$ cat src/rtl/ser_mode_pkg.sv
package ser_mode_pkg;
  localparam int FRAME_W  = 8;
  localparam int NIB_W    = 4;
  localparam int ADDR_W   = FRAME_W - NIB_W;
  localparam int NUM_SLOT = 12;
  localparam int BANK_W   = NUM_SLOT * NIB_W;

  localparam int DIV_W = 11;
  localparam int POS_W = 7;
  localparam int SHP_W = 4;
  localparam int CLP_W = 2;
  localparam int GPO_W = 12;

  typedef enum logic [ADDR_W-1:0] {
    SLOT_DIV0 = 4'h0, SLOT_DIV1 = 4'h1, SLOT_DIV2 = 4'h2,
    SLOT_HP0  = 4'h3, SLOT_HP1  = 4'h4,
    SLOT_VP0  = 4'h5, SLOT_VP1  = 4'h6,
    SLOT_SHP  = 4'h7, SLOT_CLP  = 4'h8,
    SLOT_GPO0 = 4'h9, SLOT_GPO1 = 4'hA, SLOT_GPO2 = 4'hB
  } slot_e;

  typedef struct packed {
    logic [ADDR_W-1:0] addr;
    logic [NIB_W-1:0]  data;
  } frame_t;

  // bits of each slot that carry state
  function automatic logic [NIB_W-1:0] slot_mask(input int unsigned idx);
    case (idx)
      SLOT_DIV2, SLOT_HP1, SLOT_VP1: slot_mask = 4'h7;
      SLOT_CLP:                      slot_mask = 4'h3;
      default:                       slot_mask = (idx < NUM_SLOT) ? 4'hF : 4'h0;
    endcase
  endfunction
endpackage

$ cat src/rtl/ser_mode_sync.sv
module ser_mode_sync #(
  parameter int          WIDTH   = 1,
  parameter int          STAGES  = 2,
  parameter logic [WIDTH-1:0] RST_VAL = '0
) (
  input  logic             clk_i,
  input  logic             rst_ni,
  input  logic [WIDTH-1:0] d_i,
  output logic [WIDTH-1:0] q_o
);
  logic [WIDTH-1:0] stage_q [STAGES];

  for (genvar s = 0; s < STAGES; s++) begin : g_stage
    if (s == 0) begin : g_first
      always_ff @(posedge clk_i or negedge rst_ni) begin
        if (!rst_ni) stage_q[s] <= RST_VAL;
        else         stage_q[s] <= d_i;
      end
    end else begin : g_next
      always_ff @(posedge clk_i or negedge rst_ni) begin
        if (!rst_ni) stage_q[s] <= RST_VAL;
        else         stage_q[s] <= stage_q[s-1];
      end
    end
  end

  assign q_o = stage_q[STAGES-1];
endmodule

$ cat src/rtl/ser_mode_rx.sv
module ser_mode_rx
  import ser_mode_pkg::*;
(
  input  logic               clk_i,
  input  logic               rst_ni,
  input  logic               sck_s_i,
  input  logic               sdi_s_i,
  input  logic               csn_s_i,
  output logic               vld_o,
  output logic [FRAME_W-1:0] frame_o
);
  localparam int CNT_W = $clog2(FRAME_W + 1);
  localparam logic [CNT_W-1:0] CNT_FULL = CNT_W'(FRAME_W);

  logic               sck_q, csn_q;
  logic [CNT_W-1:0]   cnt_q;
  logic [FRAME_W-1:0] shift_q;
  logic               sck_rise, cs_rise, full;

  assign sck_rise = sck_s_i & ~sck_q;
  assign cs_rise  = csn_s_i & ~csn_q;
  assign full     = (cnt_q == CNT_FULL);

  always_ff @(posedge clk_i or negedge rst_ni) begin
    if (!rst_ni) begin
      sck_q <= 1'b0;
      csn_q <= 1'b1;
    end else begin
      sck_q <= sck_s_i;
      csn_q <= csn_s_i;
    end
  end

  // LSB first: first bit ends in position 0 after FRAME_W shifts
  always_ff @(posedge clk_i or negedge rst_ni) begin
    if (!rst_ni) begin
      cnt_q   <= '0;
      shift_q <= '0;
    end else if (csn_s_i) begin
      cnt_q <= '0;
    end else if (sck_rise && !full) begin
      cnt_q   <= cnt_q + 1'b1;
      shift_q <= {sdi_s_i, shift_q[FRAME_W-1:1]};
    end
  end

  always_ff @(posedge clk_i or negedge rst_ni) begin
    if (!rst_ni) begin
      vld_o   <= 1'b0;
      frame_o <= '0;
    end else begin
      vld_o <= cs_rise && full;
      if (cs_rise && full) frame_o <= shift_q;
    end
  end
endmodule

$ cat src/rtl/ser_mode_bank.sv
module ser_mode_bank
  import ser_mode_pkg::*;
(
  input  logic              clk_i,
  input  logic              rst_ni,
  input  logic              wr_en_i,
  input  logic [ADDR_W-1:0] wr_addr_i,
  input  logic [NIB_W-1:0]  wr_data_i,
  output logic [BANK_W-1:0] bank_o
);
  for (genvar i = 0; i < NUM_SLOT; i++) begin : g_slot
    localparam logic [NIB_W-1:0] MASK = slot_mask(i);
    logic [NIB_W-1:0] nib_q;
    logic             hit;

    assign hit = wr_en_i && (wr_addr_i == ADDR_W'(i));

    always_ff @(posedge clk_i or negedge rst_ni) begin
      if (!rst_ni)  nib_q <= '0;
      else if (hit) nib_q <= wr_data_i & MASK;
    end

    assign bank_o[i*NIB_W +: NIB_W] = nib_q;
  end
endmodule

$ cat src/rtl/ser_mode_cfg.sv
module ser_mode_cfg
  import ser_mode_pkg::*;
#(
  parameter int SYNC_STAGES = 2
) (
  input  logic             clk_i,
  input  logic             rst_ni,
  input  logic             sck_i,
  input  logic             sdi_i,
  input  logic             csn_i,
  output logic [DIV_W-1:0] div_o,
  output logic [POS_W-1:0] hpos_o,
  output logic [POS_W-1:0] vpos_o,
  output logic [SHP_W-1:0] shp_o,
  output logic [CLP_W-1:0] clamp_o,
  output logic [GPO_W-1:0] gpo_o
);
  logic              sck_s, sdi_s, csn_s;
  logic              wr_en;
  frame_t            frame;
  logic [ADDR_W-1:0] wr_addr;
  logic [NIB_W-1:0]  wr_data;
  logic [BANK_W-1:0] bank;

  ser_mode_sync #(.WIDTH(2), .STAGES(SYNC_STAGES), .RST_VAL(2'b00)) u_sync_d (
    .clk_i (clk_i),
    .rst_ni(rst_ni),
    .d_i   ({sck_i, sdi_i}),
    .q_o   ({sck_s, sdi_s})
  );

  ser_mode_sync #(.WIDTH(1), .STAGES(SYNC_STAGES), .RST_VAL(1'b1)) u_sync_cs (
    .clk_i (clk_i),
    .rst_ni(rst_ni),
    .d_i   (csn_i),
    .q_o   (csn_s)
  );

  ser_mode_rx u_rx (
    .clk_i  (clk_i),
    .rst_ni (rst_ni),
    .sck_s_i(sck_s),
    .sdi_s_i(sdi_s),
    .csn_s_i(csn_s),
    .vld_o  (wr_en),
    .frame_o(frame)
  );

  assign wr_addr = frame.addr;
  assign wr_data = frame.data;

  ser_mode_bank u_bank (
    .clk_i    (clk_i),
    .rst_ni   (rst_ni),
    .wr_en_i  (wr_en),
    .wr_addr_i(wr_addr),
    .wr_data_i(wr_data),
    .bank_o   (bank)
  );

  function automatic logic [NIB_W-1:0] nib(input int unsigned idx);
    nib = bank[idx*NIB_W +: NIB_W];
  endfunction

  assign div_o   = {nib(SLOT_DIV2) [2:0], nib(SLOT_DIV1), nib(SLOT_DIV0)};
  assign hpos_o  = {nib(SLOT_HP1)  [2:0], nib(SLOT_HP0)};
  assign vpos_o  = {nib(SLOT_VP1)  [2:0], nib(SLOT_VP0)};
  assign shp_o   = nib(SLOT_SHP);
  assign clamp_o = nib(SLOT_CLP) [1:0];
  assign gpo_o   = {nib(SLOT_GPO2), nib(SLOT_GPO1), nib(SLOT_GPO0)};
endmodule

$ cat config.mk
export PLATFORM = sky130hd
export DESIGN_NAME = ser_mode_cfg
export DESIGN_NICKNAME = d
export VERILOG_FILES = /design/src/rtl/ser_mode_pkg.sv /design/src/rtl/ser_mode_sync.sv /design/src/rtl/ser_mode_rx.sv /design/src/rtl/ser_mode_bank.sv /design/src/rtl/ser_mode_cfg.sv
export SDC_FILE = /design/constraint.sdc
export NUM_CORES = 1
export LEC_CHECK = 0
export BUFFER_PORTS_ARGS = -buffer_cell sky130_fd_sc_hd__buf_4
export CORE_UTILIZATION = 38
export DETAILED_ROUTE_END_ITERATION = 10
export PLACE_DENSITY = 0.7
export SLEW_MARGIN = 40
export SYNTH_ARGS = -nofsm -noshare
export SYNTH_HDL_FRONTEND = slang
export SYNTH_SLANG_ARGS = --single-unit
$ cat constraint.sdc
create_clock -name clk_i -period 4.6 [get_ports clk_i]
set_input_delay 0.92 -clock clk_i [delete_from_list [all_inputs] [get_ports clk_i]]
set_output_delay 0.92 -clock clk_i [all_outputs]
set_load 0.005 [all_outputs]
-- After elaboration in Yosys (flattened, before gate mapping)
Index checks and enable logic that the tools add are counted.
- bits in registers: 72
- latch bits: 0
- bits in writable memories: 0
- ROM bits: 0
- input bits: 5
- output and inout bits: 43
- logic and storage cells: 60
- memories kept: 0
- add/subtract/negate cells: 1
- multipliers: 0
- div/mod/pow operators: 0
- $lt $le $gt $ge: 0
- equality and inequality tests: 12
- shift operators: 0
- mux-type cells: 2
- bitwise logic cells: 5
- reduce and logical (&&, ||, !) cells: 18
- operator list (operator ; count):
    == test 4 bit (second input constant) ; 5
    == test 4 x 3 -> 1 bit (second input constant) ; 4
    logical AND 1 bit ; 14
    == test 4 x 2 -> 1 bit (second input constant) ; 2
    two-way mux 4 bit ; 2
    adder 4 x 1 -> 4 bit (second input constant) ; 1
    == test 4 x 1 -> 1 bit (second input constant) ; 1
    logical NOT 4 bit ; 1
    inverter 1 bit ; 3
    AND 1 bit ; 2
    AND reduction 2 bit ; 1
    nonzero test 2 bit ; 1
    logical NOT 1 bit ; 1

-- Longest topological paths before layout
- word-level depth: 5
- mapped depth: 6
- gate-level depth less buffers: 5

-- Modules after synthesis
Synthesis repeated with hierarchy kept, for this count alone.
- cells, all modules: 187
- area, all modules: 2865.2 sq um
- by module, submodules not included (module ; times used ; cells an instance ; area each (sq um) ; sequential area each (sq um)):
    ser_mode_bank ; 1 ; 115 ; 1736.7 ; 1076.0
    ser_mode_rx ; 1 ; 64 ; 960.9 ; 576.8
    ser_mode_sync (u_sync_d) ; 1 ; 6 ; 115.1 ; 100.1
    ser_mode_sync (u_sync_cs) ; 1 ; 2 ; 52.6 ; 52.6

-- Least setup slack after synthesis
No wires, ideal clock.
- kind: reg-to-reg
- from: reg u_rx.cnt_q[0]
- to: reg u_rx.shift_q[0]
- setup time: 125 ps
- arrival: 1586 ps
- data required time: 4475 ps
- path slack: 2889 ps
- stages on the path, launching flop included: 7
- path buffers: 1
- clock period less this slack: 1711 ps
- cell sequence: dfrtp_1 -> inv_1 -> ha_1 -> and3b_1 -> or3_1 -> buf_6 -> mux2_4
- cells in the longest elaborated chain, start to end: 4
- ends and longest elaborated chain (element ; RTL line ; source):
    from (decl) ; ser_mode_rx.sv:16 ; logic [CNT_W-1:0] cnt_q;
    from (signal assigned) ; ser_mode_rx.sv:42 ; cnt_q <= cnt_q + 1'b1;
    == test 4 bit ; ser_mode_rx.sv:22 ; assign full = (cnt_q == CNT_FULL);
    logical NOT 1 bit ; ser_mode_rx.sv:41 ; end else if (sck_rise && !full) begin
    logical AND 1 bit ; ser_mode_rx.sv:41 ;
    AND reduction 2 bit (no source line) ; n/a ;
    to (signal assigned) ; ser_mode_rx.sv:43 ; shift_q <= {sdi_s_i, shift_q[FRAME_W-1:1]};
    to (decl) ; ser_mode_rx.sv:17 ; logic [FRAME_W-1:0] shift_q;
Every way passes these cells.
A chain may end at the register's enable or synchronous reset.

-- Worst setup path after layout
Same ends and word-level chain as after synthesis.

==> impl_metrics.ini <==
[floorplanning]
io_pins = 48
core-area_um2 = 6940
rows = 30
dieHeight_um = 87.7
initial_core_util = 0.402
dieArea_um2 = 7700
die_x_um = 87.7

[setup_path]
regToRegSetupSlack_ps = 2670
crit_required_ps = 4820
crit_chain = inv_1 > ha_1 > and3b_1 > or3_1 > mux2_4
cp_top_family = simple AND/OR/NAND/NOR gates
criticalPathCategory = reg2reg
cp.buffers_inverters = 1
cp.depth = 5
cp.arrival_ps = 2140
slowest_delay_ps = 570
worst_path_max_delay_cell = or3_1
cp-end-kind = register
reg2regPathDepth = 5
worstPathMaxFanout = 8
cp-start-kind = register

[sta]
rsz0062_at_grt = false
final_max_slew_viol_count = 0
fin_setup_tns_ps = 0
relSlewSlack = 0.580
setup_viol = 0
worst_pin_slew_ps = 630
period_minus_slack_ps = 1930
final.setup_skew_ps = 5.54
finalHoldViolations = 0
post-route-period-util = 0.419
max_freq_mhz = 519

[clocking]
clock_path_buffers = 2
cts_buffers = 9
holdBufCountCts = 0
insertion_delay_ps = 330
cts_tree = built
clkTransAtPathRegs_ps = 70
post-cts-setup-buffers = 0
ctsResizeCount = 0
clockRootBuffer = clkbuf_8
htree_levels = 3
clock_sink_count = 72

[grt]
grt_max_degree = 73
grt_first_pass_wirelength_um = 7850
grt_antenna_before_repair = 0
grtUsageTotal = 0.141
grt_pass1_vias = 1583
overflow = 0

[cells_and_area]
regArea_um2 = 1810
nets = 238
final_util = 0.505
drive_above_1_share = 0.542
multi_input_area_um2 = 950
num_antenna_cells = 0
fillCellCount = 600
stdcell_area_um2 = 3510
area_delta_synth_final_pct = 25.5

[detailed_routing]
drt-pass1-iter-count = 5
drt-wirelength-per-cell_um = 14.8
dr_total_vias = 1616
drtAntennaViolNets = 0
totalWireLength_um = 4920
drc_errors = 0
viasPerCell = 4.87
drt_iter0_markers = 54

[synth]
synth-async-reset-ratio = 1.00
synth_largest_area_cell = dfrtp_1
syn-num-nets = 186
synth_area_um2 = 2790
synth_top_area_frac = 0.618
ys_ff_latch = 72
synth_seq_area_share = 0.646
synth_area_leaders = dfrtp_1 (62%), mux2_2 (21%), mux2_4 (4.3%)
ys_types = 22
ys.flop_type = dfrtp_1
synth.avg_cell_area_um2 = 15.6
synth_warnings = 0
synth_edf_count = 0
postSynthCellCount = 179

[power]
leakage_nw = 1.81
p_per_area_nw_per_um2 = 402
p_total_mw = 1.41
peakVddDrop_uv = 274

[run_status]
status = complete, no violations

[run]
maxCapViolCount = 0

[placed_design]
port_buffers = 47
postPlaceCellArea_um2 = 3240
hpwl_um = 3210
gp_congestion = 0.675

[hold_path]
worstHoldPathCells = 0
hold_path.class = reg2reg
==> logic make-up after synthesis <==
logic type                 Yosys count  share of synthesized area
AOI/OAI and AO/OA                    3                    0.00537
adders and majority gates            2                    0.00896
buffers and inverters                8                     0.0139
muxes                               62                      0.260
DFF                                 72                      0.646
and+or+nand+nor                     32                     0.0658
==> routing by layer <==
| layer | vias to the layer above | routed length, um | GRT usage |
|---|---|---|---|
| met1 | 835 | 2310 | 0.179 |
| met2 | 49 | 2280 | 0.212 |
| met5 | - | 0 | 0 |
| met3 | 4 | 275 | 0.0509 |
| li1 | 728 | - | - |
| met4 | 0 | 55 | 0.0700 |
==> cells in the mapped netlist (2+ instances only) <==
cell type   n
a21oi_1     2
clkbuf_1    4
dfrtp_1    69
dfstp_2     3
ha_1        2
inv_1       2
mux2_2     52
mux2_4      8
mux2i_1     2
nand2_1     2
nand2b_1    6
nand3b_1    4
nor2_1     11
or3_1       4
==> power by group <==
group          switching [mW]  total (mW)  internal [mW]
Clock                   0.223       0.651          0.428
Sequential             0.0266       0.694          0.667
Combinational          0.0227      0.0665         0.0439
Total                   0.272        1.41           1.14
==> layout make-up <==
class	count	area share
multi-input cells	99	0.271
flip-flops and latches	72	0.515
inverters	2	0.00214
well taps	96	0.0342
clock inverters	6	0.0371
clock buffers	10	0.0392
repair buffers	47	0.102
==> registers in the layout (all words and copies together) (netlist names) <==
name / flops
u_rx.cnt_q: 4
u_sync_cs.stage_q: 1
u_sync_d.q_o: 2
u_bank.g_slot.nib_q: 43
u_sync_cs.q_o: 1
u_sync_d.stage_q: 2
u_rx.shift_q: 8
u_rx.sck_q: 1
u_rx.csn_q: 1
u_rx.vld_o: 1
u_rx.frame_o: 8
==> cell usage in the layout (no fill, tap or decap) <==
cell type	count
nand2b_1	6
nand3b_1	4
a21oi_1	2
nor2_1	11
mux2_2	52
and3_1	1
buf_6	1
and3b_2	1
nand3_1	1
inv_1	2
or3_1	4
dfstp_2	3
and3b_1	1
clkinv_2	2
mux2i_1	2
buf_4	46
clkbuf_8	10
bufinv_16	4
o21ai_0	1
nand2_1	2
mux2_4	8
ha_1	2
nor3b_2	1
dfrtp_1	69
==> final timing paths <==
| check | startpoint | endpoint |
|---|---|---|
| min in group asynchronous | rst_ni | u_bank.g_slot[10].nib_q[2] |
| hold / removal | u_sync_d.stage_q[3] | u_sync_d.q_o[1] |
| setup reg to reg | u_rx.cnt_q[0] | u_rx.shift_q[0] |
| max in group asynchronous | rst_ni | u_bank.g_slot[7].nib_q[1] |
| setup / recovery | u_rx.cnt_q[0] | u_rx.shift_q[0] |
| hold reg to reg | u_sync_d.stage_q[3] | u_sync_d.q_o[1] |
==> per-stage QoR <==
step / instances / hold slack [ps] / setup slack [ps]
2_1_floorplan: 179 / 331 / 2890
3_3_place_gp: 316 / 332 / 2750
3_5_place_dp: 316 / 335 / 2680
4_1_cts: 332 / 353 / 2660
5_1_grt: 332 / 355 / 2600
6_report: 332 / 350 / 2670
(Power assumes the default switching activity.)
